[src/rtl/pred_pkg.sv]
package pred_pkg;

    localparam int DEF_PRED_COUNT = 64;
    localparam int DEF_FIXED_COUNT = 16;

    // Source that supplies an entry's next value.
    typedef enum logic [1:0] {
        SRC_HOLD  = 2'd0,
        SRC_BULK  = 2'd1,
        SRC_CMP_A = 2'd2,
        SRC_CMP_B = 2'd3
    } wsrc_e;

endpackage

[src/rtl/pred_wr_decode.sv]
module pred_wr_decode #(
    parameter int N  = pred_pkg::DEF_PRED_COUNT,
    parameter int IW = $clog2(N)
) (
    input  logic                      cmp_we_a,
    input  logic [IW-1:0]             cmp_idx_a,
    input  logic                      cmp_we_b,
    input  logic [IW-1:0]             cmp_idx_b,
    input  logic                      bulk_we,
    output pred_pkg::wsrc_e [N-1:0]   src
);
    import pred_pkg::*;

    // Priority per entry: lane A, then lane B, then bulk, then hold.
    always_comb begin
        for (int i = 0; i < N; i++) begin
            if (cmp_we_a && (int'(cmp_idx_a) == i)) begin
                src[i] = SRC_CMP_A;
            end else if (cmp_we_b && (int'(cmp_idx_b) == i)) begin
                src[i] = SRC_CMP_B;
            end else if (bulk_we) begin
                src[i] = SRC_BULK;
            end else begin
                src[i] = SRC_HOLD;
            end
        end
    end

endmodule

[src/rtl/pred_bank.sv]
module pred_bank #(
    parameter int CNT      = 16,
    parameter bit HAS_ZERO = 1'b0
) (
    input  logic                     clk,
    input  logic                     rst_n,
    input  pred_pkg::wsrc_e [CNT-1:0] src,
    input  logic                     cmp_result,
    input  logic [CNT-1:0]           bulk_wdata,
    output logic [CNT-1:0]           bits_q
);
    import pred_pkg::*;

    localparam logic [CNT-1:0] RST_VAL = HAS_ZERO ? CNT'(1) : '0;

    typedef struct packed {
        logic [CNT-1:0] bits;
    } bank_state_t;

    bank_state_t state_d, state_q;

    always_comb begin
        state_d = state_q;
        for (int i = 0; i < CNT; i++) begin
            unique case (src[i])
                SRC_CMP_A: state_d.bits[i] = cmp_result;
                SRC_CMP_B: state_d.bits[i] = ~cmp_result;
                SRC_BULK:  state_d.bits[i] = bulk_wdata[i];
                default:   state_d.bits[i] = state_q.bits[i];
            endcase
        end
        // The always-true entry drops every write.
        if (HAS_ZERO) begin
            state_d.bits[0] = 1'b1;
        end
    end

    always_ff @(posedge clk) begin
        if (!rst_n) begin
            state_q.bits <= RST_VAL;
        end else begin
            state_q <= state_d;
        end
    end

    assign bits_q = state_q.bits;

    // an entry whose source is hold keeps its value.
    p_bank_hold_r10: assert property (@(posedge clk) disable iff (!rst_n)
        (src[CNT-1] == SRC_HOLD) |=> $stable(bits_q[CNT-1]));

endmodule

[src/rtl/pred_qual_gate.sv]
module pred_qual_gate #(
    parameter int N  = pred_pkg::DEF_PRED_COUNT,
    parameter int IW = $clog2(N)
) (
    input  logic [N-1:0]  pred_vec,
    input  logic [IW-1:0] qual_idx,
    output logic          exec_en
);
    always_comb begin
        exec_en = 1'b0;
        for (int i = 0; i < N; i++) begin
            if (int'(qual_idx) == i) begin
                exec_en = pred_vec[i];
            end
        end
    end
endmodule

[src/rtl/pred_file.sv]
module pred_file #(
    parameter int N     = pred_pkg::DEF_PRED_COUNT,
    parameter int FIXED = pred_pkg::DEF_FIXED_COUNT,
    parameter int IW    = $clog2(N)
) (
    input  logic          clk,
    input  logic          rst_n,
    input  logic          cmp_we_a,
    input  logic [IW-1:0] cmp_idx_a,
    input  logic          cmp_we_b,
    input  logic [IW-1:0] cmp_idx_b,
    input  logic          cmp_result,
    input  logic          bulk_we,
    input  logic [N-1:0]  bulk_wdata,
    output logic [N-1:0]  bulk_rdata,
    input  logic [IW-1:0] qual_idx,
    output logic          exec_en
);
    import pred_pkg::*;

    localparam int UPPER = N - FIXED;

    wsrc_e [N-1:0] src;

    pred_wr_decode #(.N(N), .IW(IW)) u_dec (
        .cmp_we_a (cmp_we_a),
        .cmp_idx_a(cmp_idx_a),
        .cmp_we_b (cmp_we_b),
        .cmp_idx_b(cmp_idx_b),
        .bulk_we  (bulk_we),
        .src      (src)
    );

    // One bank per group: fixed group holds the always-true entry.
    for (genvar g = 0; g < 2; g++) begin : g_grp
        localparam int BASE = (g == 0) ? 0 : FIXED;
        localparam int CNT  = (g == 0) ? FIXED : UPPER;
        pred_bank #(.CNT(CNT), .HAS_ZERO(g == 0)) u_bank (
            .clk       (clk),
            .rst_n     (rst_n),
            .src       (src[BASE+CNT-1:BASE]),
            .cmp_result(cmp_result),
            .bulk_wdata(bulk_wdata[BASE+CNT-1:BASE]),
            .bits_q    (bulk_rdata[BASE+CNT-1:BASE])
        );
    end

    pred_qual_gate #(.N(N), .IW(IW)) u_gate (
        .pred_vec(bulk_rdata),
        .qual_idx(qual_idx),
        .exec_en (exec_en)
    );

    p_zero_drop_r2: assert property (@(posedge clk) disable iff (!rst_n)
        (cmp_we_a && cmp_idx_a == '0) |=> bulk_rdata[0]);

    p_gate_match_r3: assert property (@(posedge clk) disable iff (!rst_n)
        exec_en == bulk_rdata[qual_idx]);

    p_uncond_r4: assert property (@(posedge clk) disable iff (!rst_n)
        (qual_idx == '0) |-> exec_en);

    p_lane_a_r5: assert property (@(posedge clk) disable iff (!rst_n)
        (cmp_we_a && cmp_idx_a != '0) |=> bulk_rdata[$past(cmp_idx_a)] == $past(cmp_result));

    p_lane_b_r6: assert property (@(posedge clk) disable iff (!rst_n)
        (cmp_we_b && cmp_idx_b != '0 && !(cmp_we_a && cmp_idx_a == cmp_idx_b))
        |=> bulk_rdata[$past(cmp_idx_b)] == !$past(cmp_result));

    p_bulk_load_r8: assert property (@(posedge clk) disable iff (!rst_n)
        (bulk_we && !cmp_we_a && !cmp_we_b)
        |=> bulk_rdata == {$past(bulk_wdata[N-1:1]), 1'b1});

    p_idle_hold_r10: assert property (@(posedge clk) disable iff (!rst_n)
        (!bulk_we && !cmp_we_a && !cmp_we_b) |=> $stable(bulk_rdata));

endmodule

[config.mk]
export PLATFORM = sky130hd
export DESIGN_NAME = pred_file
export DESIGN_NICKNAME = d
export VERILOG_FILES = /design/src/rtl/pred_pkg.sv /design/src/rtl/pred_wr_decode.sv /design/src/rtl/pred_bank.sv /design/src/rtl/pred_qual_gate.sv /design/src/rtl/pred_file.sv
export SDC_FILE = /design/constraint.sdc
export NUM_CORES = 1
export LEC_CHECK = 0
export ABC_AREA = 1
export BUFFER_PORTS_ARGS = -buffer_cell sky130_fd_sc_hd__buf_2
export CAP_MARGIN = 20
export CORE_MARGIN = 1.5
export CORE_UTILIZATION = 45
export CTS_CLUSTER_DIAMETER = 200
export CTS_CLUSTER_SIZE = 8
export DETAILED_ROUTE_END_ITERATION = 10
export GPL_TIMING_DRIVEN = 1
export PLACE_DENSITY = 0.71
export SLEW_MARGIN = 0
export SYNTH_ARGS = -nofsm -noshare
export SYNTH_HDL_FRONTEND = slang
export SYNTH_SLANG_ARGS = --single-unit
export TNS_END_PERCENT = 100
[constraint.sdc]
create_clock -name clk -period 7.9 [get_ports clk]
set_clock_uncertainty 0.15 [all_clocks]
set_input_delay 1.975 -clock clk [delete_from_list [all_inputs] [get_ports clk]]
set_output_delay 1.975 -clock clk [all_outputs]
set_load 0.02 [all_outputs]
-- Yosys cells after proc, flatten, opt, wreduce, memory -nomap -nowiden
Index checks and enable logic that the tools add are counted.
- register bits after elaboration: 64
- input bits: 88
- output and inout port bits: 65
- logic and storage cells: 887
- equality and inequality tests: 378
- muxes and demuxes: 254
- bitwise logic cells: 1
- reductions and logical operators: 190
- operator list (kind ; count):
    6-bit == test, second input constant ; 96
    6-bit by 5-bit == test with 1-bit output, second input constant ; 48
    2-bit == test, second input constant ; 126
    2-bit two-way mux ; 126
    1-bit one-hot mux with 3 select lines ; 63
    3-bit nonzero test ; 63
    6-bit by 4-bit == test with 1-bit output, second input constant ; 24
    2-bit by 1-bit == test with 1-bit output, second input constant ; 63
    1-bit logical AND ; 126
    6-bit by 3-bit == test with 1-bit output, second input constant ; 12
    1-bit two-way mux ; 65
    6-bit by 2-bit == test with 1-bit output, second input constant ; 6
    6-bit by 1-bit == test with 1-bit output, second input constant ; 3
    6-bit logical NOT ; 1
    1-bit NOT ; 1

-- Logic depth before layout (Yosys ltp)
- depth after elaboration: 65
- mapped depth: 36
- mapped depth without buffers: 36

-- Cells and area by module
Synthesis repeated with hierarchy kept, for this count alone.
- cell total of the unflattened synthesis: 1196
- area, all modules: 6099.6 µm²
- by module, submodules not included (module ; instances ; cells each ; area each (µm²) ; seq. area each (µm²)):
    pred_bank (g_grp[1].u_bank) ; 1 ; 490 ; 2768.9 ; 960.9
    pred_wr_decode ; 1 ; 360 ; 1556.5 ; 0.0
    pred_qual_gate ; 1 ; 192 ; 902.1 ; 0.0
    pred_bank (g_grp[0].u_bank) ; 1 ; 154 ; 872.1 ; 300.3

-- Least setup slack after synthesis
Ideal clock, no wire load.
- path type: input -> output
- start point: input qual_idx[2]
- end point: output exec_en
- arrival time: 4427 ps
- data required time: 5775 ps
- slack: 1348 ps
- cell stages on the path: 35
- buffers on the path: 1
- cell sequence: buf_4 inv_2 nor2_4 nand2_1 clkinv_1 nand3_1 nand4_1 nand2_1 nand4_1 nor2_1 nand4_1 nand2_1 nand4_1 nor2_1 nand4_1 nand2_1 nand4_1 nand2_1 nand4_1 nand2_1 nand4_1 nand2_1 nand4_1 nand2_1 nand4_1 nand2_1 nand4_1 nand2_1 nand4_1 nand2_1 nand4_1 nor2_1 nand4_1 nand2_1 nand3_1
- longest elaborated chain between the ends: 65
- ends and longest elaborated chain (element ; RTL line ; text):
    start, declared ; pred_file.sv:16 ; input logic [IW-1:0] qual_idx,
    6-bit logical NOT ; pred_qual_gate.sv:12 ; if (int'(qual_idx) == i) begin
    1-bit two-way mux (63 in series) ; pred_qual_gate.sv:12 ;
    1-bit two-way mux (*) ; pred_qual_gate.sv:12 ;
    end, declared ; pred_file.sv:17 ; output logic exec_en
Mark *: on every way between the ends. The rest lies on a longest branch, timed or not.

-- Worst setup path after layout
Ends and elaborated chain as after synthesis.

==> metrics.csv <==
stage;metric;value;unit
floorplanning;die height;109.8;um
setup_path;CP max-delay cell;buf_2;
timing;measured slew at the worst slew-check pin;0.9060;ns
routing;via count;6718;
floorplanning;Core ar.;10980;um^2
synth;ys flop type;dfxtp_1;
routing;vias per cell;5.791;
finish;max FFs per register;63;
clock_tree;clk_lat worst skew;0.33;ns
routing;drt first pass iters;6;
finish;share of layout cells above drive strength 1;18.63;%
finish;Synth-to-Final Area Change;23.20;%
grt;vias in the first global route;5818;
timing;worst hold slack;0.4085;ns
finish;antenna cells;0;
timing;Final Hold Fails;0;
run_status;outcome;complete, no violations;
place;post-DP HPWL;15370;um
synth;Yosys top cell by area;dfxtp_1;
floorplanning;row cnt;38;
routing;ANT nets after route;0;
clock_tree;CTS tree;yes;
timing;RSZ-0062 raised after global routing;true;
worst_hold_path;hold path start;g_grp[1].u_bank.bits_q[13];
synth;ys async rst share;0;%
timing;Tmin final;7.554;ns
power_and_ir_drop;Net Sw Frac;32.90;%
power_and_ir_drop;Cell Int Power;701.9;uW
setup_path;RR Startpoint;g_grp[1].u_bank.bits_q[33];
setup_path;Top cell by count, worst path;nand4_1;
worst_hold_path;Worst Hold Class;reg -> reg;
power_and_ir_drop;power per cell area;165.4;nW/um^2
clock_tree;hold_buf cts;0;
clock_tree;Longest Clk Path Bufs;2;
clock_tree;CTS root buf;clkbuf_16;
synth;net count after synthesis;971;
timing;# setup viols final;0;
routing;number of DRC markers in iteration 0;807;
grt;gr ovfl total;0;
synth;post-synthesis register bit count;63;
finish;Post-layout nets;1104;
timing;crit share post-route;95.62;%
setup_path;Critical Path Sink Type;output port;
power_and_ir_drop;Peak supply drop;0.1233;mV
power_and_ir_drop;combinational share of power;22.8;%
place;IO Port Bufs;150;
grt;first-pass GRT wire length;31550;um
clock_tree;# clock sinks;63;
synth;top-area cell type share of the netlist area;24.57;%
power_and_ir_drop;Seq pwr share;34.8;%
setup_path;critical path fanouts, max;7;
setup_path;CP top delay family;simple AND/OR/NAND/NOR gates;
floorplanning;Die Span X;109.8;um
timing;Max Fclk;132.4;MHz
power_and_ir_drop;Switching Power;344.2;uW
power_and_ir_drop;Leak;2.759;nW
floorplanning;IO Pins;153;
setup_path;critical path startpoint category;input port;
routing;total wire length;21140;um
timing;Max Transition Viols Final;0;
finish;Final Core Density;57.59;%
clock_tree;Reg clk slew, reported paths;0.05;ns
synth;Netlist cell types;32;
routing;DRC;0;
synth;top post-synthesis cells by area;dfxtp_1 (25%), nor2_1 (17%), nand2_1 (9.2%), inv_1 (8.6%), a211oi_1 (6.7%);
timing;Slew Limit Headroom;39.54;%
routing;DR WL/cell;18.22;um
floorplanning;Die ar.;12060;um^2
grt;antenna violations before repair;0;
setup_path;worst endpoint required time;5.78;ns
place;gpl congestion;0.9943;
synth;Mapped Cells;883;
setup_path;Worst path max stage delay;0.18;ns
setup_path;crit path from;qual_idx[2];
clock_tree;TritonCTS Buffers;9;
power_and_ir_drop;clock network fraction of total power;42.4;%
floorplanning;Starting Density;46.74;%
setup_path;Critical path buffers and inverters;4;
flow_run;max-cap violation count;0;
synth;number of enable flip-flop cells after synthesis;0;
synth;yosys warns;0;
grt;pin count of the biggest net entering global routing;66;
clock_tree;CTS HTree Levels;3;
synth;Post-Syn Area;5134;um^2
setup_path;arrival time at the worst endpoint;5.43;ns
setup_path;WS Path Type;in -> out;
synth;Avg Inst Size Synth;5.814;um^2
synth;sequential-to-total area share from yosys stat;24.57;%
grt;GRT Util Overall;35.30;%
routing by layer:
layer  global-route usage (%)  share of wire (%)  wire (um)
met3                    8.121                 13       2647
met5                        0                  0          0
met1                    50.05                 43       9051
met2                    52.04                 42       8933
met4                    12.06                2.4        505
final timing paths:
path | slack (ns) | cells past startpoint | end
min | 0.41 | 2 | g_grp[1].u_bank.bits_q[13]
max | 0.35 | 37 | exec_en
max reg2reg | 6.58 | 5 | g_grp[1].u_bank.bits_q[33]
min reg2reg | 0.41 | 2 | g_grp[1].u_bank.bits_q[13]
cell type report:
type	count	area (um^2)
multi-input combinational	652	3242
sequential	63	1261
fill	1155	4658
clock inverter	4	70.07
timing repair buffer	166	868.3
tap	140	175.2
clock buffer	11	242.7
inverter	124	465.4
per-stage QoR:
stage / setup TNS [ns] / worst slack (ns) / power, mW / area, um^2 / std cells
2_1_floorplan: 0 / 1.348 / 0.5059 / 5134 / 883
3_3_place_gp: 0 / 0.2975 / 0.6011 / 5977 / 1141
3_5_place_dp: 0 / 0.2782 / 0.6021 / 5977 / 1141
4_1_cts: 0 / 0.2123 / 1.040 / 6290 / 1156
5_1_grt: -0.01139 / -0.01139 / 1.083 / 6325 / 1160
6_report: 0 / 0.3463 / 1.046 / 6325 / 1160
power by group through the flow:
| stage | combinational, mW | clock, mW | sequential, mW |
|---|---|---|---|
| global placement | 0.231 | 0 | 0.370 |
| detailed placement | 0.232 | 0 | 0.370 |
| floorplan | 0.121 | 0 | 0.384 |
| global route | 0.261 | 0.457 | 0.365 |
| finish | 0.239 | 0.443 | 0.364 |
| CTS | 0.234 | 0.443 | 0.363 |
cells in the mapped netlist (all sizes together), types with 3 or more instances:
| library cell | number |
|---|---|
| o311ai | 7 |
| clkbuf | 39 |
| a211oi | 46 |
| a21boi | 4 |
| nand4 | 24 |
| nor2 | 237 |
| nand2 | 127 |
| inv | 120 |
| mux2i | 14 |
| buf | 5 |
| o211ai | 11 |
| a31oi | 12 |
| o22ai | 6 |
| o31ai | 3 |
| nor3 | 42 |
| o221ai | 11 |
| dfxtp | 63 |
| o2111ai | 3 |
| a21oi | 35 |
| o21ai | 24 |
| clkinv | 4 |
| a221oi | 3 |
| nand3 | 31 |
| a311oi | 9 |
cells in the final DEF (no fill, tap or decap), types with 2 or more instances in the layout:
cell type,n
nor2_1,230
clkinv_2,2
o221ai_1,11
a31oi_1,12
o31ai_1,3
nand3_1,31
buf_4,14
a21boi_0,4
a21oi_1,35
clkinv_1,5
a221oi_1,3
a311oi_1,9
o311ai_0,7
nor3_1,42
clkbuf_16,9
bufinv_16,2
dfxtp_1,63
a211oi_1,46
inv_1,117
buf_2,150
mux2i_1,14
o2111ai_1,3
nor2_2,6
nand2_1,126
inv_2,2
o21ai_0,24
o211ai_1,11
nand4_1,24
o22ai_1,6
worst reg2reg max path: cells and delay by family, from the launching register on:
| family | cells | cell delay, ns |
|---|---|---|
| buf+inv | 1 | 0.07 |
| compound gates | 4 | 0.66 |
| flops | 1 | 0.36 |
timing repair:
action | in CTS | in global routing
gates resized for setup | 0 | 3
endpoints found under the setup margin | 0 | 1
buffers inserted | 0 | 2
logic make-up (layout without fill, tap and decap cells):
group	after synthesis	after routing	share of synthesized area, %
AND/OR/NAND/NOR	463	463	37.27
AO/OA/AOI/OAI	174	174	22.93
buffers and inverters	168	305	12.43
flip-flops	63	63	24.57
multiplexers	14	14	2.730
other	1	1	0.07305
Note: power is estimated with default switching activity, not from simulation.
